File: config.mk
export PLATFORM = sky130hd
export DESIGN_NAME = dice_duel_ctrl
export DESIGN_NICKNAME = d
export VERILOG_FILES = /design/src/rtl/dice_duel_pkg.sv /design/src/rtl/dd_die_counter.sv /design/src/rtl/dd_score_regs.sv /design/src/rtl/dd_sequencer.sv /design/src/rtl/dice_duel_ctrl.sv
export SDC_FILE = /design/constraint.sdc
export NUM_CORES = 1
export LEC_CHECK = 0
export ABC_AREA = 1
export BUFFER_PORTS_ARGS = -buffer_cell sky130_fd_sc_hd__buf_2
export CAP_MARGIN = 20
export CORE_MARGIN = 4
export CORE_UTILIZATION = 35
export DETAILED_ROUTE_END_ITERATION = 6
export GPL_ROUTABILITY_DRIVEN = 0
export PLACE_DENSITY = 0.56
export SETUP_SLACK_MARGIN = 0.05
export SKIP_CTS_REPAIR_TIMING = 1
export SLEW_MARGIN = 30
export SYNTH_ARGS = -nofsm -noshare
export SYNTH_HDL_FRONTEND = slang
export SYNTH_HIERARCHICAL = 1
export SYNTH_SLANG_ARGS = --single-unit
File: constraint.sdc
create_clock -name clk -period 1.95 [get_ports clk]
set_input_delay 0.0975 -clock clk [delete_from_list [all_inputs] [get_ports clk]]
set_output_delay 0.0975 -clock clk [all_outputs]
set_load 0.1 [all_outputs]
File: src/rtl/dice_duel_pkg.sv
package dice_duel_pkg;

    parameter int SCORE_W = 7;
    parameter int DIE_W   = 3;

    typedef logic [SCORE_W-1:0] score_t;
    typedef logic [DIE_W-1:0]   face_t;

    typedef enum logic [2:0] {
        ST_INIT,
        ST_BEGIN,
        ST_SPIN,
        ST_WAIT,
        ST_BANK,
        ST_BUST,
        ST_WON
    } phase_t;

    typedef struct packed {
        logic clr_tot;
        logic clr_sub;
        logic add_sub;
        logic add_tot;
        logic adv_die;
    } dp_ctrl_t;

    function automatic score_t sat_add(score_t a, score_t b);
        logic [SCORE_W:0] s;
        s = {1'b0, a} + {1'b0, b};
        return s[SCORE_W] ? '1 : s[SCORE_W-1:0];
    endfunction

endpackage

File: src/rtl/dd_die_counter.sv
module dd_die_counter
    import dice_duel_pkg::*;
#(
    parameter int FACES = 6
) (
    input  logic  clk,
    input  logic  rst,
    input  logic  adv,
    output face_t face
);
    localparam face_t TOP = face_t'(FACES);

    always_ff @(posedge clk) begin
        if (rst)
            face <= '0;
        else if (adv)
            face <= (face == TOP) ? face_t'(1) : face + face_t'(1);
    end

    assert_die_range_R2: assert property (@(posedge clk) disable iff (rst)
        face <= TOP);
    assert_die_hold_R2: assert property (@(posedge clk) disable iff (rst)
        !adv |=> $stable(face));
    assert_die_wrap_R2: assert property (@(posedge clk) disable iff (rst)
        (adv && face == TOP) |=> face == face_t'(1));

endmodule

File: src/rtl/dd_score_regs.sv
module dd_score_regs
    import dice_duel_pkg::*;
(
    input  logic   clk,
    input  logic   rst,
    input  logic   clr_tot,
    input  logic   clr_sub,
    input  logic   add_sub,
    input  logic   add_tot,
    input  logic   cp,
    input  face_t  face,
    output score_t sub,
    output score_t tot [2]
);
    always_ff @(posedge clk) begin
        if (rst || clr_sub)
            sub <= '0;
        else if (add_sub)
            sub <= sat_add(sub, score_t'(face));
    end

    assert_sub_grows_R4: assert property (@(posedge clk) disable iff (rst)
        !clr_sub |=> sub >= $past(sub));

    for (genvar p = 0; p < 2; p++) begin : g_player
        always_ff @(posedge clk) begin
            if (rst || clr_tot)
                tot[p] <= '0;
            else if (add_tot && (cp == 1'(p)))
                tot[p] <= sat_add(tot[p], sub);
        end

        assert_total_grows_R6: assert property (@(posedge clk) disable iff (rst)
            !clr_tot |=> tot[p] >= $past(tot[p]));
    end

endmodule

File: src/rtl/dd_sequencer.sv
module dd_sequencer
    import dice_duel_pkg::*;
(
    input  logic     clk,
    input  logic     rst,
    input  logic     roll,
    input  logic     hold,
    input  logic     new_game,
    input  logic     face_one,
    input  logic     at_goal,
    output dp_ctrl_t ctl,
    output logic     cp,
    output phase_t   phase
);
    phase_t nxt;
    logic   fp;
    logic   load_cp, flip_cp, flip_fp;

    always_comb begin
        nxt     = phase;
        ctl     = '0;
        load_cp = 1'b0;
        flip_cp = 1'b0;
        flip_fp = 1'b0;
        case (phase)
            ST_INIT: begin
                ctl.clr_tot = 1'b1;
                load_cp     = 1'b1;
                nxt         = ST_BEGIN;
            end
            ST_BEGIN: if (roll) begin
                ctl.clr_sub = 1'b1;
                nxt         = ST_SPIN;
            end
            ST_SPIN: begin
                if (roll)
                    ctl.adv_die = 1'b1;
                else if (face_one)
                    nxt = ST_BUST;
                else begin
                    ctl.add_sub = 1'b1;
                    nxt         = ST_WAIT;
                end
            end
            ST_WAIT: begin
                if (roll)
                    nxt = ST_SPIN;
                else if (hold) begin
                    ctl.add_tot = 1'b1;
                    nxt         = ST_BANK;
                end
            end
            ST_BANK: begin
                if (at_goal)
                    nxt = ST_WON;
                else begin
                    flip_cp = 1'b1;
                    nxt     = ST_BEGIN;
                end
            end
            ST_BUST: begin
                flip_cp = 1'b1;
                nxt     = ST_BEGIN;
            end
            ST_WON: if (new_game) begin
                flip_fp = 1'b1;
                nxt     = ST_INIT;
            end
            default: nxt = ST_INIT;
        endcase
    end

    always_ff @(posedge clk) begin
        if (rst) begin
            phase <= ST_INIT;
            cp    <= 1'b0;
            fp    <= 1'b0;
        end else begin
            phase <= nxt;
            if (load_cp)
                cp <= fp;
            else if (flip_cp)
                cp <= ~cp;
            if (flip_fp)
                fp <= ~fp;
        end
    end

    assert_bust_passes_R5: assert property (@(posedge clk) disable iff (rst)
        phase == ST_BUST |=> cp != $past(cp));
    assert_low_bank_passes_R7: assert property (@(posedge clk) disable iff (rst)
        (phase == ST_BANK && !at_goal) |=> cp != $past(cp));
    assert_win_keeps_player_R7: assert property (@(posedge clk) disable iff (rst)
        (phase == ST_BANK && at_goal) |=> (phase == ST_WON && $stable(cp)));

endmodule

File: src/rtl/dice_duel_ctrl.sv
module dice_duel_ctrl
    import dice_duel_pkg::*;
#(
    parameter int FACES     = 6,
    parameter int WIN_SCORE = 100
) (
    input  logic               clk,
    input  logic               rst,
    input  logic               roll,
    input  logic               hold,
    input  logic               new_game,
    input  logic               blink,
    output logic [DIE_W-1:0]   die_face,
    output logic [SCORE_W-1:0] turn_sub,
    output logic [SCORE_W-1:0] score_p1,
    output logic [SCORE_W-1:0] score_p2,
    output logic               lamp_p1,
    output logic               lamp_p2
);
    localparam score_t GOAL = score_t'(WIN_SCORE);

    dp_ctrl_t ctl;
    phase_t   phase;
    logic     cp;
    face_t    face;
    score_t   sub;
    score_t   tot [2];
    score_t   cur_tot;
    logic     at_goal, won;

    dd_die_counter #(.FACES(FACES)) u_die (
        .clk  (clk),
        .rst  (rst),
        .adv  (ctl.adv_die),
        .face (face)
    );

    dd_score_regs u_score (
        .clk     (clk),
        .rst     (rst),
        .clr_tot (ctl.clr_tot),
        .clr_sub (ctl.clr_sub),
        .add_sub (ctl.add_sub),
        .add_tot (ctl.add_tot),
        .cp      (cp),
        .face    (face),
        .sub     (sub),
        .tot     (tot)
    );

    dd_sequencer u_seq (
        .clk      (clk),
        .rst      (rst),
        .roll     (roll),
        .hold     (hold),
        .new_game (new_game),
        .face_one (face == face_t'(1)),
        .at_goal  (at_goal),
        .ctl      (ctl),
        .cp       (cp),
        .phase    (phase)
    );

    assign cur_tot = cp ? tot[1] : tot[0];
    assign at_goal = cur_tot >= GOAL;
    assign won     = (phase == ST_WON);

    assign die_face = face;
    assign turn_sub = sub;
    assign score_p1 = tot[0];
    assign score_p2 = tot[1];
    assign lamp_p1  = won ? (!cp && blink) : !cp;
    assign lamp_p2  = won ? ( cp && blink) :  cp;

    assert_win_needs_goal_R7: assert property (@(posedge clk) disable iff (rst)
        won |-> cur_tot >= GOAL);
    assert_lamps_differ_R8: assert property (@(posedge clk) disable iff (rst)
        !won |-> (lamp_p1 != lamp_p2));
    assert_bust_keeps_totals_R5: assert property (@(posedge clk) disable iff (rst)
        phase == ST_BUST |=> ($stable(score_p1) && $stable(score_p2)));
    assert_stray_newgame_R9: assert property (@(posedge clk) disable iff (rst)
        (phase != ST_WON && phase != ST_INIT && new_game) |=> phase != ST_INIT);

endmodule

==> impl_metrics.env <==
export IMPL_max_vdd_ir_drop_v=0.0007055
export IMPL_grt_pass1_vias=1963
export IMPL_rows=28
export IMPL_crit_path_end_kind="flop"
export IMPL_startpoint_type="flop"
export IMPL_die_area_um2=7566
export IMPL_fin_skew_ns=0.003796
export IMPL_io_pins=32
export IMPL_finalCriticalPeriod_ns=1.782
export IMPL_arrival_ns=2.01
export IMPL_clkSinkCount=29
export IMPL_num_vias=2164
export IMPL_pre_cts_ws_ns=0.1862
export IMPL_grt_pass1_wl_mm=9.418
export IMPL_mappedNetlistNets=362
export IMPL_r2r_end="u_score/tot[11]"
export IMPL_hpwl_mm=4.357
export IMPL_root_buffer="clkbuf_8"
export IMPL_cts_tree="done"
export IMPL_vias_per_cell=4.798
export IMPL_fmax_ghz=0.5613
export IMPL_tightestPinTransition_ns=0.5021
export IMPL_syn_inst=336
export IMPL_wl_per_cell_um=12.59
export IMPL_die_w_um=86.98
export IMPL_p_leak_nw=1.406
export IMPL_antenna_found_initial=0
export IMPL_drc=0
export IMPL_gr_usage_all_layers_pct=15.96
export IMPL_grt_max_degree=14
export IMPL_fin_crit_sh_pct=91.36
export IMPL_drive_above_1_share_pct=25.00
export IMPL_gr_total_overflow=0
export IMPL_diodes=0
export IMPL_placeableCoreArea_um2=5991
export IMPL_holdWs_ns=0.08984
export IMPL_ant_nets=0
export IMPL_numCtsBuffers=5
export IMPL_synthDistinctLibCells=32
export IMPL_crit_reg2reg_launch="u_score/sub[0]"
export IMPL_status="complete, no violations"
export IMPL_crit_end="u_score/tot[11]"
export IMPL_pwr_density_cell_nw_per_um2=808.0
export IMPL_drt_first_pass_iters=5
export IMPL_crit_required_ns=2.18
export IMPL_synth_top_cell_by_area="dfxtp_1"
export IMPL_fin_ws_ns=0.1684
export IMPL_maxSlewViolCount=0
export IMPL_clk_transition_reported_paths_ns=0.07
export IMPL_drv_cap=0
export IMPL_setup_viol_count_final=0
export IMPL_synth_top_area_share_pct=26.59
export IMPL_clockBufferDepth=2
export IMPL_synth_area_leaders="dfxtp_1, nand2_1, ha_1"
export IMPL_synth_seq_cells=29
export IMPL_seq_area_frac_synth_pct=26.59
export IMPL_htree_levels=2
export IMPL_fp_dieH_um=86.98
export IMPL_layout_area_overhead_vs_synth_pct=17.82
export IMPL_finalHoldViolCount=0
export IMPL_wirelength_mm=5.676
export IMPL_drt_initial_drc_count=84
export IMPL_crit_start="u_score/sub[0]"
export IMPL_clk_latency_ns=0.29
export IMPL_hp_class="in -> reg"
export IMPL_path_class="reg -> reg"
export IMPL_rsz0062_at_grt="no"
export IMPL_nets=401
export IMPL_rr_worst_depth=11
export IMPL_synth_area_um2=2183
export IMPL_start_util_pct=36.45
export IMPL_portBuffers=31
export IMPL_max_slew_margin_pct=66.76
export IMPL_ff2ff_setup_slack_ns=0.17
export IMPL_syn_area_per_cell_um2=6.498
export IMPL_crit_fanout=5
export IMPL_power_w=0.002079
export IMPL_ys_warn_count=6
## metrics by stage
step | instances | util (%) | setup TNS, ns | cell area, µm²
floorplan | 336 | - | -0.1491 | 2221
global placement | 443 | 41.48 | 0 | 2485
finish | 451 | 42.94 | 0 | 2572
detailed placement | 443 | 41.48 | 0 | 2485
global route | 451 | 42.94 | 0 | 2572
CTS | 451 | 42.86 | 0 | 2567
## worst max-delay path, cell delays in order, from the launching register on
cell and delay (ns):
dfxtp_4 0.38, ha_1 0.17, inv_1 0.05, fa_1 0.36, inv_1 0.09, nand2_1 0.08
nand2_1 0.08, nand2_1 0.06, or2_2 0.27, nand3_1 0.07, nor2_1 0.04, nor2_1 0.07
## flip-flops by register name (all words and copies together), names as in the netlist
signal	flops
u_seq/phase	3
u_score/sub	7
u_score/tot	14
u_seq/cp	1
u_die/face	3
u_seq/fp	1
## worst min path at each step
stage | start | endpoint | depth (start not counted)
after floorplan | rst | u_die/face[0] | 3
after global placement | new_game | u_seq/fp | 3
after detailed placement | new_game | u_seq/fp | 3
after CTS | new_game | u_seq/fp | 3
after global routing | new_game | u_seq/fp | 3
final | new_game | u_seq/fp | 3
## power breakdown
group          internal [W]  switching, W
clock network      0.000247      0.000263
logic              0.000214      0.000604
registers          0.000654     0.0000953
total               0.00112      0.000962
## kinds of logic (layout without fill, tap and decap cells)
group                    after synthesis  count (layout)  synth area share, %
AND/OR/NAND/NOR                      170             170                34.38
buffers and inverters                 60             100                10.66
AO/OA/AOI/OAI                         51              51                13.47
flip-flops                            29              29                26.59
adder cells (fa/ha/maj)               20              20                12.49
XOR/XNOR                               6               6                2.407
## routing by layer
metal | GRT usage (%) | share of wire [%] | vias up
met5 | 0 | 0 | -
met1 | 21.38 | 50 | 984
met4 | 3.824 | 0.90 | 0
met2 | 25.40 | 45 | 38
met3 | 4.352 | 4.2 | 6
li1 | - | - | 1136
## cell usage after synthesis
| master | n |
|---|---|
| dfxtp_1 | 29 |
| o21ai_1 | 2 |
| nand4_1 | 4 |
| a21o_1 | 2 |
| xnor2_1 | 3 |
| or2_1 | 2 |
| buf_4 | 1 |
| nand2_2 | 2 |
| xor2_1 | 3 |
| a21oi_1 | 23 |
| buf_2 | 3 |
| clkinv_1 | 1 |
| nand2_1 | 81 |
| nor2_2 | 3 |
| o21ai_0 | 16 |
| fa_1 | 3 |
| o21bai_1 | 2 |
| a21oi_2 | 1 |
| ha_1 | 17 |
| nor2_4 | 1 |
| nand3_1 | 18 |
| nand2_4 | 2 |
| nand3b_1 | 1 |
| inv_2 | 6 |
| or2_2 | 3 |
| o21bai_2 | 1 |
| nor2_1 | 48 |
| a211oi_4 | 1 |
| a31oi_1 | 3 |
| inv_1 | 49 |
| nand3_2 | 4 |
| nor3b_1 | 1 |
## cell type report
cell class / count / area (µm²)
sequential: 29 / 620.6
fill: 676 / 3418
inverter: 56 / 210.2
tap: 75 / 93.84
timing repair buffer: 36 / 192.7
clock buffer: 6 / 72.57
multi-input combinational: 247 / 1373
clock inverter: 2 / 10.01
## layout by cell type (no fill, tap or decap), types with 2 or more instances in the layout
cell	synthesis	final
nand2_1	81	81
inv_1	49	49
nor2_1	48	47
buf_2	3	31
a21oi_1	23	23
dfxtp_2	0	23
nand3_1	18	18
ha_1	17	17
o21ai_0	16	16
inv_2	6	6
clkbuf_8	0	5
buf_4	1	5
nand3_2	4	4
nor2_2	3	4
nand4_1	4	4
xor2_1	3	3
xnor2_1	3	3
a31oi_1	3	3
or2_2	3	3
fa_1	3	3
dfxtp_4	0	3
dfxtp_1	29	3
clkinv_2	0	2
nand2_2	2	2
o21ai_1	2	2
or2_1	2	2
a21o_1	2	2
nand2_4	2	2
o21bai_1	2	2
Power figures use the tool's default switching activity.
